==> config.mk <==
export PLATFORM = sky130hd
export DESIGN_NAME = cal_power_calc
export DESIGN_NICKNAME = d
export VERILOG_FILES = /design/src/rtl/pcalc_pkg.sv /design/src/rtl/pcalc_cur_scale.sv /design/src/rtl/pcalc_divider.sv /design/src/rtl/cal_power_calc.sv
export SDC_FILE = /design/constraint.sdc
export NUM_CORES = 1
export LEC_CHECK = 0
export ABC_AREA = 1
export BUFFER_PORTS_ARGS = -buffer_cell sky130_fd_sc_hd__buf_2
export CORE_MARGIN = 1.5
export CORE_UTILIZATION = 31
export DETAILED_ROUTE_END_ITERATION = 12
export GPL_ROUTABILITY_DRIVEN = 0
export PLACE_DENSITY = 0.49
export SETUP_SLACK_MARGIN = 0.3
export SYNTH_ARGS = -nofsm -noshare
export SYNTH_HDL_FRONTEND = slang
export SYNTH_HIERARCHICAL = 1
export SYNTH_SLANG_ARGS = --single-unit
==> constraint.sdc <==
create_clock -name clk -period 29.7 [get_ports clk]
set_input_delay 0 -clock clk [delete_from_list [all_inputs] [get_ports clk]]
set_output_delay 0 -clock clk [all_outputs]
set_load 0.05 [all_outputs]
==> src/rtl/pcalc_pkg.sv <==
package pcalc_pkg;
  typedef enum logic {
    DIV_IDLE = 1'b0,
    DIV_RUN  = 1'b1
  } div_st_t;
endpackage

==> src/rtl/pcalc_cur_scale.sv <==
module pcalc_cur_scale #(
  parameter int SHUNT_W   = 16,
  parameter int CAL_W     = 16,
  parameter int FRAC_BITS = 12,
  parameter int OUT_W     = 16
) (
  input  logic signed [SHUNT_W-1:0] shunt,
  input  logic        [CAL_W-1:0]   cal,
  output logic signed [OUT_W-1:0]   cur,
  output logic        [OUT_W:0]     mag
);
  localparam int PW = SHUNT_W + CAL_W + 1;
  localparam logic signed [PW-1:0] MAXV = {{(PW-OUT_W+1){1'b0}}, {(OUT_W-1){1'b1}}};
  localparam logic signed [PW-1:0] MINV = {{(PW-OUT_W+1){1'b1}}, {(OUT_W-1){1'b0}}};

  logic signed [PW-1:0]  prod;
  logic signed [PW-1:0]  shifted;
  logic signed [OUT_W:0] cext;

  always_comb begin
    prod    = PW'(shunt) * PW'($signed({1'b0, cal}));
    shifted = prod >>> FRAC_BITS;
    if (shifted > MAXV)
      cur = {1'b0, {(OUT_W-1){1'b1}}};
    else if (shifted < MINV)
      cur = {1'b1, {(OUT_W-1){1'b0}}};
    else
      cur = shifted[OUT_W-1:0];
    cext = {cur[OUT_W-1], cur};
    mag  = (cext < 0) ? $unsigned(-cext) : $unsigned(cext);
  end
endmodule

==> src/rtl/pcalc_divider.sv <==
module pcalc_divider
  import pcalc_pkg::*;
#(
  parameter int NW      = 34,
  parameter int DIVISOR = 5000
) (
  input  logic          clk,
  input  logic          rst,
  input  logic          start,
  input  logic [NW-1:0] num,
  output logic          busy,
  output logic          fin,
  output logic [NW-1:0] quo
);
  localparam int RW = $clog2(DIVISOR);
  localparam int CW = $clog2(NW + 1);
  localparam logic [RW:0] DIV_V = (RW+1)'(DIVISOR);

  div_st_t       st;
  logic [RW-1:0] rem;
  logic [NW-1:0] acc;
  logic [CW-1:0] cnt;
  logic [RW:0]   rem_sh;
  logic          ge;
  logic [RW-1:0] rem_nx;

  always_comb begin
    rem_sh = {rem, acc[NW-1]};
    ge     = (rem_sh >= DIV_V);
    rem_nx = ge ? RW'(rem_sh - DIV_V) : rem_sh[RW-1:0];
  end

  always_ff @(posedge clk) begin
    if (rst) begin
      st  <= DIV_IDLE;
      rem <= '0;
      acc <= '0;
      cnt <= '0;
      fin <= 1'b0;
    end else begin
      fin <= 1'b0;
      case (st)
        DIV_IDLE: begin
          if (start) begin
            acc <= num;
            rem <= '0;
            cnt <= '0;
            st  <= DIV_RUN;
          end
        end
        default: begin
          rem <= rem_nx;
          acc <= {acc[NW-2:0], ge};
          cnt <= cnt + 1'b1;
          if (cnt == CW'(NW - 1)) begin
            st  <= DIV_IDLE;
            fin <= 1'b1;
          end
        end
      endcase
    end
  end

  assign busy = (st == DIV_RUN);
  assign quo  = acc;


  fin_pulse_chk: assert property (@(posedge clk) disable iff (rst)
    fin |=> !fin);


  fin_after_run_chk: assert property (@(posedge clk) disable iff (rst)
    fin |-> $past(st == DIV_RUN));
endmodule

==> src/rtl/cal_power_calc.sv <==
module cal_power_calc #(
  parameter int SHUNT_W     = 16,
  parameter int BUS_W       = 16,
  parameter int CAL_W       = 16,
  parameter int OUT_W       = 16,
  parameter int PWR_W       = 16,
  parameter int FRAC_BITS   = 12,
  parameter int POWER_SCALE = 5000
) (
  input  logic                     clk,
  input  logic                     rst,
  input  logic                     cal_we,
  input  logic [CAL_W-1:0]         cal_wdata,
  input  logic                     conv_valid,
  input  logic signed [SHUNT_W-1:0] shunt_in,
  input  logic [BUS_W-1:0]         bus_in,
  input  logic                     bus_range_hi,
  output logic signed [OUT_W-1:0]  current_out,
  output logic [PWR_W-1:0]         power_out,
  output logic [CAL_W-1:0]         cal_out,
  output logic                     done
);
  localparam int NUM_W = OUT_W + 1 + BUS_W + 1;
  localparam logic [NUM_W-1:0] PWR_MAX = NUM_W'({PWR_W{1'b1}});

  logic [CAL_W-1:0]         cal_q;
  logic signed [OUT_W-1:0]  cur_c;
  logic [OUT_W:0]           mag_c;
  logic signed [OUT_W-1:0]  cur_hold;
  logic [NUM_W-1:0]         prod_c;
  logic [NUM_W-1:0]         num_c;
  logic                     busy;
  logic                     fin;
  logic [NUM_W-1:0]         quo;
  logic                     start;

  always_ff @(posedge clk) begin
    if (rst) cal_q <= '0;
    else if (cal_we) cal_q <= cal_wdata;
  end
  assign cal_out = cal_q;

  pcalc_cur_scale #(
    .SHUNT_W(SHUNT_W), .CAL_W(CAL_W), .FRAC_BITS(FRAC_BITS), .OUT_W(OUT_W)
  ) scale_i (
    .shunt(shunt_in), .cal(cal_q), .cur(cur_c), .mag(mag_c)
  );

  always_comb begin
    prod_c = NUM_W'(mag_c) * NUM_W'(bus_in);
    num_c  = bus_range_hi ? (prod_c << 1) : prod_c;
  end

  assign start = conv_valid && !busy;

  always_ff @(posedge clk) begin
    if (rst) cur_hold <= '0;
    else if (start) cur_hold <= cur_c;
  end

  pcalc_divider #(.NW(NUM_W), .DIVISOR(POWER_SCALE)) div_i (
    .clk(clk), .rst(rst), .start(start), .num(num_c),
    .busy(busy), .fin(fin), .quo(quo)
  );

  always_ff @(posedge clk) begin
    if (rst) begin
      current_out <= '0;
      power_out   <= '0;
      done        <= 1'b0;
    end else begin
      done <= fin;
      if (cal_q == '0) begin
        current_out <= '0;
        power_out   <= '0;
      end else if (fin) begin
        current_out <= cur_hold;
        power_out   <= (quo > PWR_MAX) ? {PWR_W{1'b1}} : quo[PWR_W-1:0];
      end
    end
  end


  cal_zero_chk: assert property (@(posedge clk) disable iff (rst)
    ($past(cal_q) == '0) |-> (current_out == '0 && power_out == '0));


  result_hold_chk: assert property (@(posedge clk) disable iff (rst)
    (!done && $past(cal_q) != '0) |-> ($stable(current_out) && $stable(power_out)));


  busy_ignore_chk: assert property (@(posedge clk) disable iff (rst)
    (conv_valid && busy) |=> $stable(cur_hold));


  done_pulse_chk: assert property (@(posedge clk) disable iff (rst)
    done |=> !done);
endmodule

=== Word-level counts from Yosys, hierarchy flattened ===
Cells that the tools add are included.

* Register bits after elaboration: 120
* Logic and storage cells: 44

* Add/subtract/negate cells: 3
* Multiply operators: 2
* $lt $le $gt $ge: 5
* Equality and inequality tests: 1
* Muxes and demuxes: 16
* Bitwise logic cells: 1
* Reduce and logical (&&, ||, !) cells: 6

{| class="wikitable"
|+ Operators with widths
! cell !! number
|-
| $mux 34 || 3
|-
| $mux 16 || 3
|-
| $mux 13 || 3
|-
| $gt 34x16->1 const B || 1
|-
| $mul 16x17->33 || 1
|-
| $mul 17x16->33 || 1
|-
| $gt 21x16->1 const B || 1
|-
| $lt 21x16->1 const B || 1
|-
| $mux 17 || 1
|-
| $neg 16->17 || 1
|-
| $logic_not 16->1 || 1
|-
| $lt 16x1->1 const B || 1
|-
| $ge 14x13->1 const B || 1
|-
| $sub 13x13->13 const B || 1
|-
| $mux 6 || 2
|-
| $add 6x1->6 const B || 1
|-
| $eq 6x6->1 const B || 1
|-
| $mux 1 || 4
|-
| $reduce_or 2->1 || 2
|-
| $reduce_bool 2->1 || 1
|-
| $logic_and 1x1->1 || 1
|-
| $logic_not 1->1 || 1
|-
| $not 1->1 || 1
|}

=== Logic depth before layout (Yosys ltp) ===
* Depth after elaboration: 10
* Depth in mapped cells: 74

=== Modules after synthesis ===
Netlist, hierarchy kept.

{| class="wikitable"
|+ By module, submodules not included
! module !! instances !! cells an instance !! area an instance (um2) !! sequential area each (um2)
|-
| cal_power_calc || 1 || 1826 || 12627.1 || 1301.2
|-
| pcalc_cur_scale || 1 || 1419 || 10015.9 || 0.0
|-
| pcalc_divider || 1 || 417 || 2796.4 || 1101.1
|}

=== Least setup slack after synthesis ===
No wires, ideal clock.

* Path type: register -> register
* From: register cal_q[7] (netlist: cal_out[7])
* To: register div_i.acc[19] (netlist: div_i/quo[19])
* Arrival time: 12.173 ns
* Data required time: 29.585 ns
* Slack: 17.411 ns
* Cell stages (with the launch flop): 65
* Buffers on the path: 5
* Path through: dfxtp_1 > clkbuf_1 > clkbuf_1 > nand2_1 > fa_1 > inv_1 > fa_1 > inv_1 > fa_1 > inv_1 > fa_1 > fa_1 > inv_1 > fa_1 > inv_1 > ha_1 > nand2_1 > nor2_1 > [29 not listed] > fa_1 > inv_1 > fa_1 > inv_1 > ha_1 > nand2_1 > inv_1 > a21oi_1 > o21bai_1 > inv_1 > nand2_1 > or2_1 > nand3_1 > nand2_1 > inv_1 > o21ai_1 > o21ai_0 > inv_1

* Word-level cells in the longest chain between the ends: 10
* Elaborated cells between the ends (all ways): 12

{| class="wikitable"
|+ Ends and longest elaborated chain
! element !! RTL line !! text
|-
| from (decl) || cal_power_calc.sv:26 || <nowiki>logic [CAL_W-1:0] cal_q;</nowiki>
|-
| from (signal assigned) || cal_power_calc.sv:39 || <nowiki>else if (cal_we) cal_q <= cal_wdata;</nowiki>
|-
| $mul 16x17->33 * || pcalc_cur_scale.sv:21 || <nowiki>prod = PW'(shunt) * PW'($signed({1'b0, cal}));</nowiki>
|-
| $lt 21x16->1 || pcalc_cur_scale.sv:25 || <nowiki>else if (shifted < MINV)</nowiki>
|-
| $mux 16 || pcalc_cur_scale.sv:25 ||
|-
| $mux 16 * || pcalc_cur_scale.sv:23 || <nowiki>if (shifted > MAXV)</nowiki>
|-
| named net cur_c[0] || cal_power_calc.sv:27 || <nowiki>logic signed [OUT_W-1:0] cur_c;</nowiki>
|-
| $neg 16->17 / $lt 16x1->1 (equally long branches) || pcalc_cur_scale.sv:30 || <nowiki>mag = (cext < 0) ? $unsigned(-cext) : $unsigned(cext);</nowiki>
|-
| $mux 17 * || pcalc_cur_scale.sv:30 ||
|-
| named net mag_c[10] || cal_power_calc.sv:28 || <nowiki>logic [OUT_W:0] mag_c;</nowiki>
|-
| $mul 17x16->33 * || cal_power_calc.sv:50 || <nowiki>prod_c = NUM_W'(mag_c) * NUM_W'(bus_in);</nowiki>
|-
| $mux 34 * || cal_power_calc.sv:51 || <nowiki>num_c = bus_range_hi ? (prod_c << 1) : prod_c;</nowiki>
|-
| named net num_c[19] || cal_power_calc.sv:31 || <nowiki>logic [NUM_W-1:0] num_c;</nowiki>
|-
| $mux 34 * || pcalc_divider.sv:44 || <nowiki>if (start) begin</nowiki>
|-
| $mux 34 * || pcalc_divider.sv:42 || <nowiki>case (st)</nowiki>
|-
| to (signal assigned) || pcalc_divider.sv:45 || <nowiki>acc <= num;</nowiki>
|-
| to (signal assigned) || pcalc_divider.sv:53 || <nowiki>acc <= {acc[NW-2:0], ge};</nowiki>
|-
| to (decl) || pcalc_divider.sv:21 || <nowiki>logic [NW-1:0] acc;</nowiki>
|}

Mark *: on every way through the listed nets, which the timed path passes. The rest lies on a longest branch. The select of a mux whose other input is x is not followed.
A chain may end at the register's enable or synchronous reset.

=== Final worst setup path ===
* From: register cal_q[9] (netlist: cal_out[9])
* To: register div_i.acc[26] (netlist: div_i/quo[26])

* Word-level cells in the longest chain between the ends: 10
* Elaborated cells between the ends (all ways): 12

{| class="wikitable"
|+ Ends and longest elaborated chain
! element !! RTL line
|-
| $mul 16x17->33 * || pcalc_cur_scale.sv:21
|-
| $lt 21x16->1 || pcalc_cur_scale.sv:25
|-
| $mux 16 || pcalc_cur_scale.sv:25
|-
| $mux 16 * || pcalc_cur_scale.sv:23
|-
| named net cur_c[15] || cal_power_calc.sv:27
|-
| $lt 16x1->1 * || pcalc_cur_scale.sv:30
|-
| $mux 17 * || pcalc_cur_scale.sv:30
|-
| named net mag_c[12] || cal_power_calc.sv:28
|-
| $mul 17x16->33 * || cal_power_calc.sv:50
|-
| $mux 34 * || cal_power_calc.sv:51
|-
| named net num_c[26] || cal_power_calc.sv:31
|-
| $mux 34 * || pcalc_divider.sv:44
|-
| $mux 34 * || pcalc_divider.sv:42
|}

Marks and branches as above.

==> results.md <==
- Status: completed
- DRT Pass-1 Iters: 6
- Ys flop type: dfxtp_1
- Die ar.: 83,800 sq um
- Post-DR wirelength/cell: roughly 15 microns
- Post-DR vias/cell: approximately 4.5
- Total Wirelength: a little over 70,000 microns
- Post-synthesis sequential element count: 120
- Sequential share of the synthesized area: a little under a tenth
- Cell with the most instances after synthesis: nand2_1
- Post-synthesis average cell area: approximately 6.9 sq um
- Reg2Reg Capture Point: div_i/quo[26]
- Initial DRC count: around 1.2k
- Hold crit path type: in2reg
- DP Wirelength: about 56,000 microns
- Clock sinks: 120
- CTS Buf Count: 17
- Clk_lat worst skew: approximately 0.43 ns
- Initial Utilization: 31.4%
- CTS tree: done
- Post-DRT Antenna Nets: 0
- WP data arrival: ~14 ns
- Number of gates resized after CTS: 0
- Reg2reg start: cal_out[9]
- Worst setup margin: between 15 and 20 ns
- CORE AREA: slightly above 80,000 sq um
- Clock transition at the registers of the reported paths: roughly 0.06 ns
- Post-route clock period utilization: 46.5%
- Mapped Area: ~25,000 sq um
- Setup WS pre-CTS: roughly 16 ns
- Longest Clk Path Bufs: 2
- RSZ-0062 raised after global routing: false
- Syn Inst Count: around 3.7k
- Final hold violations: 0
- Total setup buffers inserted after CTS: 0
- Worst Max-Slew Pin Slew: 1.08 ns
- Cell Rows: ~100
- I/O pin cnt: 102
- Clock skew: between 0.01 and 0.015 ns
- Slowest CP cell: dfxtp_1
- Synth cell types: 49
- Fmax: roughly 72 MHz
- Worst path max stage delay: roughly 0.93 ns
- Critical Path Sink Type: flop
- Asr flop ratio synth: 0%
- Crit path required time: approximately 30 ns
- Cell accounting for the most synthesized area: fa_1
- Max Fanout on Critical Path: 19
- Die width: a little under 300 microns
- Share of cells above drive strength 1: 6.17%
- Root buffer cell: clkbuf_16
- Remaining DRCs: 0
- Buffers added on ports: 101
- Worst path most repeated cell: nand2_1
- Syn_nets: between 4k and 5k
- Die Y: 289 microns
- Worst R2R Path Depth: 60
- Initial antenna violation count: 3
- Total GRT Usage: between 10% and 20%
- Share of the synthesized area in the top cell type: a little under a third
- Ant. Diodes: 0
- Slew Viols, Final: 0
- Synth warnings: 6
- Setup-failing EPs final: 0
- Post-Route Setup TNS: 0 ns
- Total gr overflow: 0
- CP Class: reg2reg
- Top post-synthesis cells by area: fa_1 (32%), nand2_1 (16%), inv_1 (14%)
- Reg-to-reg slack, setup: about 16 ns
- First-pass GRT wire length: around 120,000 microns
- CP startpoint: cal_out[9]
- Max_slew headroom: ~28%
- Area Overhead vs Synth: 8.10%
- H-Tree Depth: 4
- Post-layout min period: roughly 14 ns
- Via count: 21.1k
- Vias in the first global route: approximately 22k
- Max-Cap Viols: 0
- Number of flops mapped to enable cells by yosys: 0
- Post-synth top cells: nand2_1 (1,097), inv_1 (941), fa_1 (401)
- Worst setup SP type: flop
- Largest net degree at the start of global routing: 47
- Crit path to: div_i/quo[26]
- NumNets Final: about 4.3k
## flip-flops by register name, indices dropped and copies added, names as in the netlist
register and cells:
div_i/fin 1, div_i/rem 13, power_out 16, cur_hold 16
cal_out 16, div_i/quo 34, div_i/busy 1, done 1
div_i/cnt 6, current_out 16
## timing repair
action	4_1_cts	5_1_grt
hold buffers	18	0
endpoints found under the setup margin	0	0
endpoints found under the hold margin	20	0
## how the worst min path moves through the flow
stage	from	endpoint	slack (ns)	depth (start not counted)
4_1_cts	cal_we	cal_out[12]	0.001	3
6_report	cal_we	cal_out[7]	0.03	3
3_3_place_gp	cal_wdata[9]	cal_out[9]	0.23	3
2_1_floorplan	rst	done	0.07	1
5_1_grt	cal_we	cal_out[7]	0.05	3
3_5_place_dp	cal_wdata[4]	cal_out[4]	0.23	3
## kinds of logic after synthesis
kind of cell    synth area share [%]
mux                           0.0787
flops                           9.44
xor+xnor                        1.48
fa+ha+maj                       42.8
other cells                   0.0147
compound gates                  4.98
buf+inv                         16.8
simple gates                    24.4
## worst max-delay path: cells and delay by family (launching register included)
kind | cells | cell delay (ns)
fa+ha+maj | 15 | 6.99
simple gates | 27 | 3.55
xor+xnor | 1 | 0.48
compound gates | 4 | 0.78
buf+inv | 13 | 0.90
flops | 1 | 0.93
## cells in the final DEF, fill, tap and decap left out, drive strengths merged, types with 3 or more instances in the layout
master	count
nor3	7
dfxtp	120
nand3	157
o21ai	88
nor4	6
o211ai	10
or2	8
nand3b	10
xor2	22
fa	401
o21bai	8
buf	123
inv	952
a21oi	97
clkinv	6
ha	228
nand2	1119
clkinvlp	3
nor2	205
dlygate4sd3	18
xnor2	18
clkbuf	18
nand4	9
a22oi	11
a21o	5
## through the flow
step | std cells | instance area (sq um) | util (%) | hold slack (ns)
floorplan | 3662 | 25400 | - | 0.0724
global placement | 4672 | 26700 | 33.0 | 0.228
detailed placement | 4672 | 26700 | 33.0 | 0.227
CTS | 4722 | 27500 | 34.0 | 0.00122
global route | 4722 | 27500 | 34.0 | 0.0463
finish | 4722 | 27500 | 34.0 | 0.0301
## routing by layer
layer / up-vias / global-route usage (%) / part of all wire, %
li1: 10600 / - / -
met5: - / 0 / 0
met2: 420 / 28.4 / 45
met1: 10000 / 26.3 / 50
met4: 0 / 3.29 / 1.1
met3: 40 / 1.41 / 4.2
## final cells by class
class                   count  area, sq um
fillers                  8837        53400
multi-input cells        2420        18800
inverters                 949         3560
flip-flops and latches    120         2400
well taps                1060         1330
repair buffers            141          851
clock buffers              18          439
clock inverters            14          146
Power is not shown: default switching activity piles up to over one toggle a cycle in this logic, so the estimate is an artifact.
